==> config.mk <==
export PLATFORM = sky130hd
export DESIGN_NAME = defl_node_ctrl
export DESIGN_NICKNAME = d
export VERILOG_FILES = /design/src/rtl/dnode_pkg.sv /design/src/rtl/dnode_arb.sv /design/src/rtl/dnode_route.sv /design/src/rtl/dnode_slot_reg.sv /design/src/rtl/defl_node_ctrl.sv
export SDC_FILE = /design/constraint.sdc
export NUM_CORES = 1
export LEC_CHECK = 0
export ABC_AREA = 1
export ABC_CLOCK_PERIOD_IN_PS = 1800
export BUFFER_PORTS_ARGS = -buffer_cell sky130_fd_sc_hd__buf_4
export CAP_MARGIN = 20
export CORE_AREA = 2 2 39 41
export CTS_CLUSTER_SIZE = 10
export DETAILED_ROUTE_END_ITERATION = 10
export DIE_AREA = 0 0 41 43
export GPL_TIMING_DRIVEN = 0
export PLACE_DENSITY = 0.44
export SYNTH_ARGS = -nofsm -noshare
export SYNTH_HDL_FRONTEND = slang
export SYNTH_SLANG_ARGS = --single-unit
==> constraint.sdc <==
create_clock -name clk -period 1.8 [get_ports clk]
set_clock_uncertainty 0.05 [all_clocks]
set_input_delay 0.18 -clock clk [delete_from_list [all_inputs] [get_ports clk]]
set_output_delay 0.18 -clock clk [all_outputs]
set_load 0.05 [all_outputs]
==> src/rtl/dnode_pkg.sv <==
`timescale 1ns/1ps
// Shared types for the deflection node controller.
package dnode_pkg;

    // Gate selection decided for one slot.
    typedef enum logic [1:0] {
        RT_IDLE = 2'd0,
        RT_DESC = 2'd1,
        RT_STAY = 2'd2
    } route_e;

endpackage

==> src/rtl/dnode_arb.sv <==
`timescale 1ns/1ps
// dnode_arb: picks the one packet that the node routes in a slot.
// Assumes that the upstream node honours the block indication. An outer
// packet that arrives during a same-level slot is therefore discarded.
module dnode_arb #(
    parameter int ADDR_W = 4
) (
    input  logic              same_vld,
    input  logic [ADDR_W-1:0] same_hdr,
    input  logic              outer_vld,
    input  logic [ADDR_W-1:0] outer_hdr,
    output logic              pick_vld,
    output logic [ADDR_W-1:0] pick_hdr
);

    // Same-level traffic wins; otherwise take the outer packet; otherwise nothing.
    always_comb begin
        if (same_vld) begin
            pick_vld = 1'b1;
            pick_hdr = same_hdr;
        end else if (outer_vld) begin
            pick_vld = 1'b1;
            pick_hdr = outer_hdr;
        end else begin
            pick_vld = 1'b0;
            pick_hdr = '0;
        end
    end

endmodule

==> src/rtl/dnode_route.sv <==
`timescale 1ns/1ps
// dnode_route: turns the level's address bit into a gate choice.
// Assumes that the caller has already extracted the bit that this level resolves.
module dnode_route #(
    parameter logic TARGET = 1'b1
) (
    input  logic              pick_vld,
    input  logic              addr_bit,
    input  logic              inner_block,
    output dnode_pkg::route_e route
);
    import dnode_pkg::*;

    // Descend only on a bit match with a free inner path; otherwise deflect.
    always_comb begin
        if (!pick_vld)
            route = RT_IDLE;
        else if ((addr_bit == TARGET) && !inner_block)
            route = RT_DESC;
        else
            route = RT_STAY;
    end

endmodule

==> src/rtl/dnode_slot_reg.sv <==
`timescale 1ns/1ps
// dnode_slot_reg: holds the gate enables and the header copy for a whole slot.
// Assumes that slot_stb is a single-cycle pulse placed inside the guard time.
module dnode_slot_reg #(
    parameter int ADDR_W = 4
) (
    input  logic              clk,
    input  logic              rst_n,
    input  logic              slot_stb,
    input  dnode_pkg::route_e route,
    input  logic [ADDR_W-1:0] pick_hdr,
    output logic              desc_en,
    output logic              stay_en,
    output logic [ADDR_W-1:0] hdr_out
);
    import dnode_pkg::*;

    // Latch the decision at the strobe and keep it until the next one.
    always_ff @(posedge clk) begin
        if (!rst_n) begin
            desc_en <= 1'b0;
            stay_en <= 1'b0;
            hdr_out <= '0;
        end else if (slot_stb) begin
            desc_en <= (route == RT_DESC);
            stay_en <= (route == RT_STAY);
            hdr_out <= (route == RT_IDLE) ? '0 : pick_hdr;
        end
    end

endmodule

==> src/rtl/defl_node_ctrl.sv <==
`timescale 1ns/1ps
// defl_node_ctrl: control for one node of a bufferless cyclic deflection fabric.
// A level-LEVEL node resolves header bit ADDR_W-1-LEVEL. It descends when that
// bit equals TARGET and the inner path is free; otherwise it deflects. It
// assumes slot-aligned inputs that are stable at the slot strobe.
module defl_node_ctrl #(
    parameter int   ADDR_W = 4,
    parameter int   LEVEL  = 1,
    parameter logic TARGET = 1'b1
) (
    input  logic              clk,
    input  logic              rst_n,
    input  logic              slot_stb,
    input  logic              same_vld,
    input  logic [ADDR_W-1:0] same_hdr,
    input  logic              outer_vld,
    input  logic [ADDR_W-1:0] outer_hdr,
    input  logic              inner_block,
    output logic              desc_en,
    output logic              stay_en,
    output logic [ADDR_W-1:0] hdr_out,
    output logic              block_up
);
    import dnode_pkg::*;

    localparam int BIT_IDX = ADDR_W - 1 - LEVEL;

    logic              pick_vld;
    logic [ADDR_W-1:0] pick_hdr;
    route_e            route;

    dnode_arb #(.ADDR_W(ADDR_W)) u_arb (
        .same_vld  (same_vld),
        .same_hdr  (same_hdr),
        .outer_vld (outer_vld),
        .outer_hdr (outer_hdr),
        .pick_vld  (pick_vld),
        .pick_hdr  (pick_hdr)
    );

    dnode_route #(.TARGET(TARGET)) u_route (
        .pick_vld    (pick_vld),
        .addr_bit    (pick_hdr[BIT_IDX]),
        .inner_block (inner_block),
        .route       (route)
    );

    dnode_slot_reg #(.ADDR_W(ADDR_W)) u_slot (
        .clk      (clk),
        .rst_n    (rst_n),
        .slot_stb (slot_stb),
        .route    (route),
        .pick_hdr (pick_hdr),
        .desc_en  (desc_en),
        .stay_en  (stay_en),
        .hdr_out  (hdr_out)
    );

    // Warn the outer neighbour at once while a same-level packet occupies the node.
    always_comb block_up = same_vld;

endmodule

==> results.json, run 1 <==
{
  "status": "complete, no violations",
  "vdd_drop_max_mv": 0.299,
  "routedWlPerCell_um": 8.10,
  "cp-startpoint": "u_slot.desc_en$_SDFFE_PN0P_",
  "min_period_over_period": 0.550,
  "ios": 21,
  "maxCapViolations": 0,
  "grt.total_usage": 0.0815,
  "max_stage_delay_ns": 0.32,
  "cp.required_ns": 1.57,
  "grt_pass1_wl_um": 917,
  "viasPerCell": 3.81,
  "r2r-start": "u_slot.desc_en$_SDFFE_PN0P_",
  "hold_viol_final": 0,
  "finalWirelength_um": 672,
  "cts_buffers": 3,
  "drive_gt1_frac": 0.403,
  "path_depth": 1,
  "cts_tree": "done",
  "postSynth.asyncResetShare": 0,
  "fin_crit_ns": 0.989,
  "worst_pin_slew_ns": 0.206,
  "ys_warn_count": 0,
  "post_cts_buffers": 0,
  "critPathCaptureType": "primary output",
  "grt_overflow_total": 0,
  "cp_max_fo": 2,
  "p_sw_frac": 0.293,
  "maxSlewViolCount": 0,
  "nNetsFinal": 83,
  "synth.cells.most_frequent": "nand2_1 (15), nor2_1 (7), a21oi_1 (6), dfxtp_1 (6), inv_1 (3)",
  "setup_viol": 0,
  "clk_pin_slew_worst_paths_ns": 0.04,
  "start_kind": "flop",
  "slowest_stage": "dfxtp_1",
  "synth.yosys.seq_area_share": 0.421,
  "syn2layout_area_growth_pct": 67.5,
  "final_util": 0.345,
  "antenna_found_initial": 0,
  "nFillCells": 150,
  "crit_type": "flop to primary output",
  "start_util": 0.206,
  "crit_family": "flip-flops",
  "fmax_ghz": 1.01,
  "seqPwrFrac": 0.398,
  "hold_class": "input pin to flop",
  "cts_htree_levels": 1,
  "cts_buffer_depth": 2,
  "rsz0062_at_grt": "no",
  "synth.cell_area_sq_um": 285,
  "synth_area_leaders": "dfxtp_1 (42%), nand2_1 (20%), a21oi_1 (11%)",
  "synth_top_area_share": 0.421,
  "grt_max_degree": 8,
  "relSlewSlack": 0.862,
  "rrSetupSlack_ns": 1.15,
  "drc": 0,
  "clkLatencyLatePin_ns": 0.24,
  "synth_most_common_cell": "nand2_1",
  "critPathCapture": "desc_en",
  "rr_endpoint": "u_slot.desc_en$_SDFFE_PN0P_",
  "chipWidth_um": 41,
  "postRouteAntennaNets": 0,
  "avgSynthCellArea_sq_um": 6.48,
  "ys_ff_latch": 6,
  "firstDrtPassIters": 2,
  "clkPwrFrac": 0.317,
  "comb_power_share": 0.284,
  "cp_data_arrival_time_ns": 0.76,
  "timing.setup.tns_ns": 0,
  "portBuffers": 20,
  "dpl.hpwl_um": 568,
  "cts.sinks": 6,
  "drtIter0Drc": 2,
  "antennaDiodeCount": 0,
  "rows": 14,
  "power.net_switching_uw": 107,
  "power_leakage_uw": 0.000251,
  "yosysUniqueCellTypes": 10,
  "cp_cell_sequence": "buf_4",
  "grt_pass1_vias": 274,
  "reg2reg_depth": 2,
  "synth_cells": 44,
  "cts_hold_buf": 0,
  "synthFlopType": "dfxtp_1",
  "core_sq_mm": 0.00138,
  "fp.dieH_um": 43,
  "synth_edf_count": 0,
  "synth.largest_area_cell": "dfxtp_1",
  "die_area_sq_mm": 0.00176,
  "syn-num-nets": 58,
  "cts_resized": 0,
  "place.gp.congestion": 0.695,
  "p_int_uw": 259,
  "worstPathBufferInverterCount": 1,
  "routed-via-count": 316,
  "power_density_mw_per_mm2": 767,
  "root_buffer": "clkbuf_4"
}
## worst min-delay path by stage
stage / start / cells past startpoint / endpoint
3_5_place_dp: slot_stb / 2 / u_slot.desc_en$_SDFFE_PN0P_
5_1_grt: slot_stb / 2 / u_slot.desc_en$_SDFFE_PN0P_
2_1_floorplan: slot_stb / 1 / u_slot.desc_en$_SDFFE_PN0P_
4_1_cts: slot_stb / 2 / u_slot.desc_en$_SDFFE_PN0P_
3_3_place_gp: slot_stb / 2 / u_slot.desc_en$_SDFFE_PN0P_
6_report: slot_stb / 2 / u_slot.desc_en$_SDFFE_PN0P_
## cells in the final DEF, fill, tap and decap left out
master and count:
nand2_1 15, nor2_4 1, clkbuf_4 3, nand3_1 1, a21oi_1 6, nor2_1 7
o21ai_0 2, inv_2 2, inv_1 3, dfxtp_1 6, buf_4 21
## worst reg2reg max path, stage by stage (launching register included)
cell     delay [ns]
dfxtp_1        0.30
o21ai_0        0.13
a21oi_1        0.05
## area by class of cell
class / count / area (sq um) / area share
timing repair buffer: 20 / 150 / 0.314
multi-input combinational: 32 / 139 / 0.291
sequential: 6 / 120 / 0.251
clock buffer: 3 / 22.5 / 0.0471
tap: 16 / 20.0 / 0.0419
inverter: 5 / 18.8 / 0.0393
buffer: 1 / 7.51 / 0.0157
## sequential cells by signal, indices dropped and copies added (netlist names)
register / flops
u_slot.desc_en: 1
u_slot.hdr_out: 4
u_slot.stay_en: 1
## power groups by stage
stage | Sequential, uW | Clock (uW) | Combinational (uW)
CTS | 146 | 126 | 106
detailed placement | 148 | 0 | 105
global route | 147 | 131 | 112
finish | 146 | 116 | 104
floorplan | 178 | 0 | 31.5
global placement | 148 | 0 | 106
## metrics by stage
stage	power (uW)	hold slack (ns)	instances	setup WS [ns]	cell area, sq um
after detailed placement	254	0.356	80	0.938	455
after floorplan	209	0.223	44	0.841	285
after global placement	254	0.357	80	0.936	455
after global routing	391	0.114	83	0.761	478
after CTS	378	0.0974	83	0.796	478
final	367	0.109	83	0.811	478
## kinds of logic after synthesis
kind of cell / synth area share
AOI/OAI and AO/OA: 0.140
buffers and inverters: 0.0921
DFF: 0.421
and+or+nand+nor: 0.346
## metal layers
layer | track usage | vias up | share of wire
li1 | - | 183 | -
met1 | 0.0841 | 119 | 0.42
met2 | 0.116 | 12 | 0.46
met3 | 0 | 2 | 0.088
met4 | 0.120 | 0 | 0.028
met5 | 0 | - | 0
Note: power is estimated with default switching activity, not from simulation.
==> inputs of run 2 (changes only) <==
--- a/config.mk
+++ b/config.mk
@@ -6,7 +6,7 @@
 export NUM_CORES = 1
 export LEC_CHECK = 0
 export ABC_AREA = 1
-export ABC_CLOCK_PERIOD_IN_PS = 1800
+export ABC_CLOCK_PERIOD_IN_PS = 900
 export BUFFER_PORTS_ARGS = -buffer_cell sky130_fd_sc_hd__buf_4
 export CAP_MARGIN = 20
 export CORE_AREA = 2 2 39 41
@@ -14,7 +14,7 @@
 export DETAILED_ROUTE_END_ITERATION = 10
 export DIE_AREA = 0 0 41 43
 export GPL_TIMING_DRIVEN = 0
-export PLACE_DENSITY = 0.44
+export PLACE_DENSITY = 0.46
 export SYNTH_ARGS = -nofsm -noshare
 export SYNTH_HDL_FRONTEND = slang
 export SYNTH_SLANG_ARGS = --single-unit
==> constraint.sdc (replaced) <==
create_clock -name clk -period 0.9 [get_ports clk]
set_clock_uncertainty 0.05 [all_clocks]
set_input_delay 0.09 -clock clk [delete_from_list [all_inputs] [get_ports clk]]
set_output_delay 0.09 -clock clk [all_outputs]
set_load 0.05 [all_outputs]
==> run 2 against run 1 <==
Critical endpoint is now hdr_out[3]. Design area increased by 8.4%. Count of clock-buffer cells in the layout unchanged. Cell count increased by 1.2%. Die area unchanged. First-iteration DRC count unchanged. Routed wire length increased by 13%. Sequential power increased by 100%. Critical path type unchanged.
==> results.json, run 2 (synthesis gave the netlist of run 1 again) <==
{
  "status": "complete, no violations",
  "start_util": 0.206,
  "core_sq_mm": 0.00138,
  "post_cts_buffers": 0,
  "cp_data_arrival_time_ns": 0.73,
  "fmax_ghz": 1.15,
  "vdd_drop_max_mv": 0.717,
  "grt_overflow_total": 0,
  "largest_reg_flops": 4,
  "drive_gt1_frac": 0.485,
  "die_area_sq_mm": 0.00176,
  "use_met2": 0.138,
  "antennaDiodeCount": 0,
  "cts_buffer_depth": 2,
  "cp_cell_sequence": "buf_6",
  "worst_pin_slew_ns": 0.210,
  "min_to": "u_slot.hdr_out[2]$_SDFFE_PN0P_",
  "clk_pin_slew_worst_paths_ns": 0.05,
  "crit_family": "flip-flops",
  "top_usage_layer": "met2",
  "place.gp.congestion": 0.704,
  "routedWlPerCell_um": 9.02,
  "cp_max_fo": 2,
  "timing.setup.tns_ns": 0,
  "final_util": 0.374,
  "slowest_stage": "dfxtp_2",
  "fin_crit_ns": 0.870,
  "rrSetupSlack_ns": 0.23,
  "biggestRegsByFlops": "u_slot.hdr_out (4), u_slot.desc_en (1), u_slot.stay_en (1)",
  "cts_tree": "done",
  "nFillCells": 162,
  "fin_total_pwr_uw": 773,
  "drc": 0,
  "finalWirelength_um": 758,
  "fp.dieH_um": 43,
  "grt_max_degree": 8,
  "relSlewSlack": 0.859,
  "grt_pass1_vias": 313,
  "final_cell_mix": "nand2_1 (15), buf_4 (15), nor2_1 (7)",
  "power_leakage_uw": 0.000263,
  "max_stage_delay_ns": 0.33,
  "maxSlewViolCount": 0,
  "power_density_mw_per_mm2": 1490,
  "cts.sinks": 6,
  "antenna_found_initial": 0,
  "firstDrtPassIters": 4,
  "chipWidth_um": 41,
  "grt_pass1_wl_mm": 1.18,
  "reg2reg_depth": 2,
  "viasPerCell": 4.17,
  "use_met3": 0.0471,
  "hold_viol_final": 0,
  "cts_buffers": 3,
  "regMostFlops": "u_slot.hdr_out",
  "min_period_over_period": 0.966,
  "cp.required_ns": 0.76,
  "critPathCaptureType": "primary output",
  "routed-via-count": 350,
  "gr-usage-met1": 0.120,
  "rsz0062_at_grt": "no",
  "grt.total_usage": 0.106,
  "start_kind": "flop",
  "worstHoldStart": "rst_n",
  "rows": 14,
  "syn2layout_area_growth_pct": 81.6,
  "drtIter0Drc": 2,
  "whs_path_depth": 3,
  "r2r-start": "u_slot.desc_en$_SDFFE_PN0P_",
  "nNetsFinal": 84,
  "root_buffer": "clkbuf_4",
  "cts_htree_levels": 1,
  "clkLatencyLatePin_ns": 0.25,
  "crit_type": "flop to primary output",
  "setup_viol": 0,
  "dpl.hpwl_um": 594,
  "rr_endpoint": "u_slot.desc_en$_SDFFE_PN0P_",
  "hold_class": "input pin to flop",
  "portBuffers": 20,
  "postRouteAntennaNets": 0,
  "maxCapViolations": 0,
  "ios": 21,
  "worstPathBufferInverterCount": 1
}
-- run 2: area by class of cell --
cell class	count	area (sq um)	area share
clock buffer	3	22.5	0.0435
tap	16	20.0	0.0386
sequential	6	128	0.246
multi-input combinational	32	139	0.268
inverter	5	18.8	0.0362
buffer	1	7.51	0.0145
timing repair buffer	21	183	0.353
-- run 2: how the worst max path moves through the flow --
stage,startpoint,endpoint,slack (ns),depth (start not counted)
6_report,u_slot.hdr_out[3]$_SDFFE_PN0P_,hdr_out[3],0.03,1
5_1_grt,u_slot.desc_en$_SDFFE_PN0P_,desc_en,0.006,1
4_1_cts,u_slot.stay_en$_SDFFE_PN0P_,stay_en,0.003,1
3_5_place_dp,same_vld,u_slot.stay_en$_SDFFE_PN0P_,0.10,6
3_3_place_gp,same_vld,u_slot.stay_en$_SDFFE_PN0P_,0.10,6
2_1_floorplan,u_slot.desc_en$_SDFFE_PN0P_,u_slot.desc_en$_SDFFE_PN0P_,0.11,2
-- run 2: through the flow --
step / hold slack (ns) / instances / setup slack (ns) / instance area [sq um]
floorplan: 0.126 / 44 / 0.106 / 293
detailed placement: 0.255 / 80 / 0.105 / 463
finish: 0.0470 / 84 / 0.0303 / 518
global route: 0.0806 / 84 / 0.00588 / 518
global placement: 0.251 / 80 / 0.104 / 463
CTS: 0.0454 / 84 / 0.00310 / 507
-- run 2: repair_timing --
item | in CTS | in global routing
cloned | 0 | 0
hold buffers | 1 | 0
endpoints found under the hold margin | 2 | 0
gates resized for setup | 3 | 3
endpoints found under the setup margin | 3 | 3
-- run 2: worst min-delay path: stages --
cell and delay, ns:
buf_4 0.12, o21ai_0 0.06, a21oi_1 0.04
-- run 2: power breakdown --
part	switching (uW)	leakage (uW)	internal, uW
Sequential	11.2	0.0000516	287
Combinational	125	0.000197	98.3
Clock	100	0.0000138	151
Total	237	0.000263	537
-- run 2: metal layers --
layer  up-vias  share of wire
met5         -              0
met2        20           0.45
met1       141           0.40
met3         2           0.14
li1        187              -
met4         0          0.012
